<file path="src/rtl/decade_pkg.sv">
package decade_pkg;
  localparam int unsigned CNT_W = 4;
  localparam int unsigned MODULUS = 10;
  localparam int unsigned LAST_CODE = MODULUS - 1;
  typedef logic [CNT_W-1:0] cnt_t;
endpackage

</file>
<file path="src/rtl/decade_toggle_eq.sv">
module decade_toggle_eq
  import decade_pkg::*;
(
  input  cnt_t q_i,
  output cnt_t tog_o
);
  // minimized enables, valid for all 16 codes
  always_comb begin
    tog_o[0] = 1'b1;
    tog_o[1] = ~q_i[3] & q_i[0];
    tog_o[2] = q_i[1] & q_i[0];
    tog_o[3] = (q_i[3] & q_i[0]) | (q_i[2] & q_i[1] & q_i[0]);
  end
endmodule

</file>
<file path="src/rtl/tff_bank.sv">
module tff_bank #(
  parameter int unsigned WIDTH = 4
) (
  input  logic             clk_i,
  input  logic             rst_ni,
  input  logic [WIDTH-1:0] tog_i,
  output logic [WIDTH-1:0] q_o
);
  logic [WIDTH-1:0] q_q;

  always_ff @(negedge clk_i or negedge rst_ni) begin
    if (!rst_ni) q_q <= '0;
    else         q_q <= q_q ^ tog_i;
  end

  assign q_o = q_q;
endmodule

</file>
<file path="src/rtl/decade_tff_counter.sv">
module decade_tff_counter
  import decade_pkg::*;
(
  input  logic             clk_i,
  input  logic             rst_ni,
  output logic [CNT_W-1:0] cnt_o,
  output logic             tc_o
);
  cnt_t state_w;
  cnt_t tog_w;

  decade_toggle_eq u_eq (
    .q_i  (state_w),
    .tog_o(tog_w)
  );

  tff_bank #(.WIDTH(CNT_W)) u_bank (
    .clk_i (clk_i),
    .rst_ni(rst_ni),
    .tog_i (tog_w),
    .q_o   (state_w)
  );

  assign cnt_o = state_w;
  assign tc_o  = (state_w == cnt_t'(LAST_CODE));
endmodule

</file>
<file path="config.mk">
export PLATFORM = sky130hd
export DESIGN_NAME = decade_tff_counter
export DESIGN_NICKNAME = d
export VERILOG_FILES = /design/src/rtl/decade_pkg.sv /design/src/rtl/decade_toggle_eq.sv /design/src/rtl/tff_bank.sv /design/src/rtl/decade_tff_counter.sv
export SDC_FILE = /design/constraint.sdc
export NUM_CORES = 1
export LEC_CHECK = 0
export CORE_AREA = 2 2 39 41
export DETAILED_ROUTE_END_ITERATION = 6
export DIE_AREA = 0 0 41 43
export GPL_ROUTABILITY_DRIVEN = 0
export MAX_ROUTING_LAYER = met4
export PLACE_DENSITY_LB_ADDON = 0.25
export SYNTH_ARGS = -nofsm -noshare
export SYNTH_HDL_FRONTEND = slang
export SYNTH_HIERARCHICAL = 1
export SYNTH_SLANG_ARGS = --single-unit
</file>
<file path="constraint.sdc">
create_clock -name clk_i -period 1.54 [get_ports clk_i]
set_input_delay 0.308 -clock clk_i [delete_from_list [all_inputs] [get_ports clk_i]]
set_output_delay 0.308 -clock clk_i [all_outputs]
set_load 0.01 [all_outputs]
</file>
==> flow_metrics.tcl, run 1 <==
set metrics [dict create \
    run_status "finished, violations left" \
    failed_checks "setup timing" \
    vias 166 \
    crit_fanout 2 \
    grt_max_degree 6 \
    clock_sink_count 4 \
    drc 0 \
    arrival_ps 1770 \
    final_hold_viol_count 0 \
    firstDrtPassIters 2 \
    dpl_cell_area_sq_um 288 \
    irDropWorstVdd_mv 0.749 \
    htreeDepth 1 \
    synth_top_area_frac 0.541 \
    finalMaxSlewViolations 0 \
    cts_root_buf "clkbuf_4" \
    cp.required_ps 1230 \
    rr_worst_depth 6 \
    core_area_sq_mm 0.00138 \
    syn_area_sq_um 185 \
    holdPathStages 3 \
    synthSimpleGateAreaFrac 0.182 \
    rows 14 \
    numCtsBuffers 3 \
    antenna_found_initial 0 \
    grt_pass1_wl_um 710 \
    drive_gt1_frac 0.606 \
    layout_setup_ws_ps -542 \
    setup_viol 5 \
    postSynthAreaPerCell_sq_um 12.3 \
    synth_top_area_cell "dfrtn_1" \
    ys_ff_latch 4 \
    groute.usage.overall 0.0713 \
    syn_nets 17 \
    powerDensity_mw_per_mm2 2430 \
    yosys-mux-area-fraction 0 \
    hp-class "register to register" \
    rsz0062_at_grt "yes" \
    synth_cell_types 9 \
    hpwl_um 261 \
    ys_warn_count 6 \
    fp.dieArea_sq_mm 0.00176 \
    routedWlPerCell_um 8.51 \
    grt_pass1_vias 165 \
    wl_um 417 \
    ant_nets 0 \
    fin_util 0.272 \
    die_w_um 41 \
    cts.path.max_buffers 2 \
    clk_pin_slew_ps 30 \
    ys_seq_area_frac 0.541 \
    syn_inst 15 \
    synthArstFlopShare 1.00 \
    synthToLayoutAreaGrowth_pct 103 \
    synth_enable_flop_cells 0 \
    crit_chain "and4bb_2, buf_6" \
    cts_tree "yes" \
    cap_viol_max_count 0 \
    synthAdderAreaFrac 0 \
    grt_overflow 0 \
    ys.flop_type "dfrtn_1" \
    pre_cts_slack_ps -675 \
    worst-setup-path-type "register to output pin" \
    leakagePower_uw 0.000187 \
    synthTopCellsByArea "dfrtn_1 54%, xor2_1 19%, and4bb_2 6.8%" \
    largest_reg_flops 4 \
    synth_compound_area_frac 0.0270 \
    portBuffers 6 \
    cpMaxStageDelayCell "dfrtn_1" \
    clock_latency_ps 250 \
    initial_core_util 0.134 \
    via_per_inst 3.39 \
    start_kind "register" \
    clock_skew_ps 0.147 \
    fin_area_sq_um 377 \
    drt_iter0_markers 3 \
    worstSetupEndpointType "output pin" \
    ios 7 \
    synth_top_family_by_area "XOR/XNOR gates" \
    diodes 0 \
    synth_common_cells "4 x dfrtn_1, 4 x xor2_1" \
    max_stage_delay_ps 390 \
    synth_xor_area_frac 0.189 \
    layout.nets 37 \
    die_h_um 43 \
]
-- routing by layer --
layer / GRT usage / share of wire / vias up
met4: 0.0600 / 0 / 0
met3: 0.0628 / 0.094 / 0
met2: 0.0750 / 0.44 / 9
li1: - / - / 84
met5: - / 0 / -
met1: 0.0782 / 0.46 / 73
-- area by class of cell --
cell class | instances | area [sq um]
Clock buffer | 3 | 22.5
Tap cell | 16 | 20.0
Sequential cell | 4 | 100
Multi-Input combinational cell | 10 | 77.6
Timing Repair Buffer | 16 | 156
Fill cell | 155 | 1010
-- final timing paths --
| path | startpoint | endpoint | slack (ps) |
|---|---|---|---|
| min in group asynchronous | rst_ni | u_bank/q_o[3] | 930 |
| max in group asynchronous | rst_ni | u_bank/q_o[0] | 410 |
| setup reg to reg | u_bank/q_o[1] | u_bank/q_o[3] | 320 |
| setup / recovery | u_bank/q_o[2] | tc_o | -540 |
| hold reg to reg | u_bank/q_o[2] | u_bank/q_o[2] | 620 |
| hold / removal | u_bank/q_o[2] | u_bank/q_o[2] | 620 |
-- where the power goes --
| part | internal (uW) | total (uW) | switching [uW] |
|---|---|---|---|
| sequential | 169 | 196 | 26.6 |
| clock | 87.3 | 131 | 44.1 |
| combinational | 382 | 588 | 205 |
| total | 639 | 915 | 276 |
-- kinds of logic after synthesis --
logic type	Yosys count
xor gates and xnor gates	4
DFF	4
and+or+nand+nor	4
AOI/OAI and AO/OA	1
buffers and inverters	1
other	1
-- stage by stage --
step | hold slack [ps] | instances | setup TNS (ps) | total power (uW)
finish | 623 | 49 | -2350 | 915
global route | 639 | 49 | -2530 | 981
CTS | 527 | 48 | -2400 | 906
detailed placement | 526 | 40 | -2980 | 605
global placement | 514 | 40 | -3000 | 601
floorplan | 455 | 15 | -339 | 375
-- placed cells by master (no fill, tap or decap), drive strengths merged --
master / netlist / final
clkdlybuf4s50: 0 / 1
xor2: 4 / 4
and2: 1 / 1
and4bb: 1 / 1
buf: 1 / 15
clkbuf: 0 / 3
and2b: 1 / 1
nor2b: 1 / 1
a21oi: 1 / 1
conb: 1 / 1
dfrtn: 4 / 4
-- worst max-delay path: cells and delay by family (launching register included) --
kind	cells	cell delay, ps
buffers and inverters	1	120
AND/OR/NAND/NOR	1	250
flip-flops	1	390
-- repair_timing --
action,CTS,global route
hold buffers,0,0
pin swaps,1,1
resized for setup,29,1
setup endpoints to repair,5,5
setup buffers,5,2
(Power assumes the default switching activity.)
==> run 2: changes to the inputs <==
--- a/config.mk
+++ b/config.mk
@@ -9,7 +9,6 @@
 export DETAILED_ROUTE_END_ITERATION = 6
 export DIE_AREA = 0 0 41 43
 export GPL_ROUTABILITY_DRIVEN = 0
-export MAX_ROUTING_LAYER = met4
 export PLACE_DENSITY_LB_ADDON = 0.25
 export SYNTH_ARGS = -nofsm -noshare
 export SYNTH_HDL_FRONTEND = slang
==> results of run 2 <==
Same layout as run 1: the final DEF is identical, and so are final timing and power.
Among the figures that moved: via count of the first global-routing pass 165 -> 169; overall routing resource usage 0.0713 -> 0.0696
==> run 3: changes to the inputs <==
--- a/config.mk
+++ b/config.mk
@@ -5,9 +5,9 @@
 export SDC_FILE = /design/constraint.sdc
 export NUM_CORES = 1
 export LEC_CHECK = 0
-export CORE_AREA = 2 2 39 41
+export CORE_AREA = 5 5 42 44
 export DETAILED_ROUTE_END_ITERATION = 6
-export DIE_AREA = 0 0 41 43
+export DIE_AREA = 0 0 47 49
 export GPL_ROUTABILITY_DRIVEN = 0
 export PLACE_DENSITY_LB_ADDON = 0.25
 export SYNTH_ARGS = -nofsm -noshare
==> run 3 against run 2 <==
The run still ends with setup timing left. Sequential share of layout area up 3.8 points. Count of clock-buffer cells in the layout unchanged. Combinational power down 22%. Cell count down 8.2%. Worst setup slack better by 9.8 ps. Routed wire length down 8.6%. Register-to-register slack better by 40 ps. Clock skew about the same. Core utilization down 3.7 points. Power down 15%. Sequential power about the same.
==> flow_metrics.tcl, run 3 (synthesis gave the netlist of run 1 again) <==
set metrics [dict create \
    run_status "finished, violations left" \
    failed_checks "setup timing" \
    wl_um 381 \
    clk_pin_slew_ps 30 \
    via_per_inst 3.09 \
    htreeDepth 1 \
    crit_fanout 2 \
    pre_cts_slack_ps -681 \
    cts_root_buf "clkbuf_4" \
    drc 0 \
    dp.cells 40 \
    max_stage_delay_ps 390 \
    powerDensity_mw_per_mm2 2370 \
    drive_gt1_frac 0.552 \
    die_w_um 47 \
    synthToLayoutAreaGrowth_pct 77.7 \
    rrSetupSlack_ps 360 \
    path_buf_inv 1 \
    cap_viol_max_count 0 \
    core_area_sq_mm 0.00140 \
    cts_hold_buf 0 \
    tns_ps -2230 \
    cpMaxStageDelayCell "dfrtn_1" \
    rows 14 \
    r2r-end "u_bank/q_o[3]" \
    routedWlPerCell_um 8.47 \
    grt_max_degree 6 \
    worstSetupEndpointType "output pin" \
    grt_pass1_wl_um 621 \
    hpwl_um 286 \
    initial_core_util 0.132 \
    final_hold_viol_count 0 \
    holdPathStages 2 \
    clock_sink_count 4 \
    portBuffers 6 \
    grt_pass1_vias 161 \
    grt_overflow 0 \
    numCtsBuffers 3 \
    vias 139 \
    firstDrtPassIters 1 \
    hp-class "register to register" \
    hp-start "u_bank/q_o[0]" \
    min_to "u_bank/q_o[0]" \
    crit_chain "and4bb_2, buf_6" \
    start_kind "register" \
    mostFrequentLayoutCells "5 x buf_6, 5 x buf_4, 4 x xor2_1, 4 x dfrtn_1, 3 x clkbuf_4" \
    ant_nets 0 \
    layout_setup_ws_ps -532 \
    groute.usage.overall 0.0445 \
    clock_skew_ps 0.0323 \
    leakagePower_uw 0.000162 \
    fin_util 0.235 \
    fin_area_sq_um 329 \
    finalMaxSlewViolations 0 \
    drt_iter0_markers 0 \
    ios 7 \
    worstReg2RegStart "u_bank/q_o[2]" \
    layout.nets 33 \
    fp.dieArea_sq_mm 0.00230 \
    rsz0062_at_grt "yes" \
    layoutNonFillerInstCount 45 \
    die_h_um 49 \
    dpl_cell_area_sq_um 288 \
    irDropWorstVdd_mv 0.662 \
    clock_latency_ps 240 \
    critical-path-top-delay-family "flip-flops" \
    diodes 0 \
    setup_viol 5 \
    cts.path.max_buffers 2 \
    cts_tree "yes" \
    fillers 161 \
    rr_worst_depth 6 \
    antenna_found_initial 0 \
    cp.required_ps 1230 \
    arrival_ps 1760 \
    worst-setup-path-type "register to output pin" \
    largest_reg_flops 4 \
]
-- run 3: changes by cell type in the layout (fill, tap and decap cells not counted), sizes merged --
cell,delta
buf,-4
-- run 3: worst max-delay path by stage --
stage | end | depth (start not counted) | from | slack (ps)
floorplan | tc_o | 1 | u_bank/q_o[0] | -300
global placement | tc_o | 2 | u_bank/q_o[3] | -680
detailed placement | tc_o | 2 | u_bank/q_o[3] | -680
CTS | tc_o | 2 | u_bank/q_o[1] | -540
global route | tc_o | 2 | u_bank/q_o[0] | -570
finish | tc_o | 2 | u_bank/q_o[2] | -530
-- run 3: through the flow --
stage | hold slack (ps) | power (uW)
6_report | 536 | 779
3_5_place_dp | 523 | 608
4_1_cts | 547 | 777
5_1_grt | 564 | 836
3_3_place_gp | 519 | 609
2_1_floorplan | 455 | 375
-- run 3: what timing repair did --
item	CTS	global route
gates cloned	0	0
gates resized for setup	25	1
setup endpoints to repair	5	5
buffers inserted	1	2
-- run 3: area by class of cell --
type	count	area, sq um	area share
clock buffers	3	22.5	0.0684
multi-input cells	10	77.6	0.236
flip-flops and latches	4	100	0.304
well taps	16	20.0	0.0608
repair buffers	12	109	0.331
-- run 3: worst reg2reg max path: stages (launching register included) --
cell and delay (ps):
dfrtn_1 330, buf_4 130, buf_6 100, buf_4 130, a21oi_1 120, nor2b_1 60
xor2_1 150
-- run 3: power by group --
group,internal (uW),leakage [uW],switching (uW)
logic,280,0.000101,180
clock network,86.9,0.0000138,38.8
registers,169,0.0000466,24.2
total,535,0.000162,243
-- run 3: layer usage --
metal  vias up  track usage  share of wire
met5         -            0              0
met4         0       0.0553              0
met3         0       0.0406           0.17
met2         7       0.0407           0.36
met1        58       0.0489           0.47
li1         74            -              -
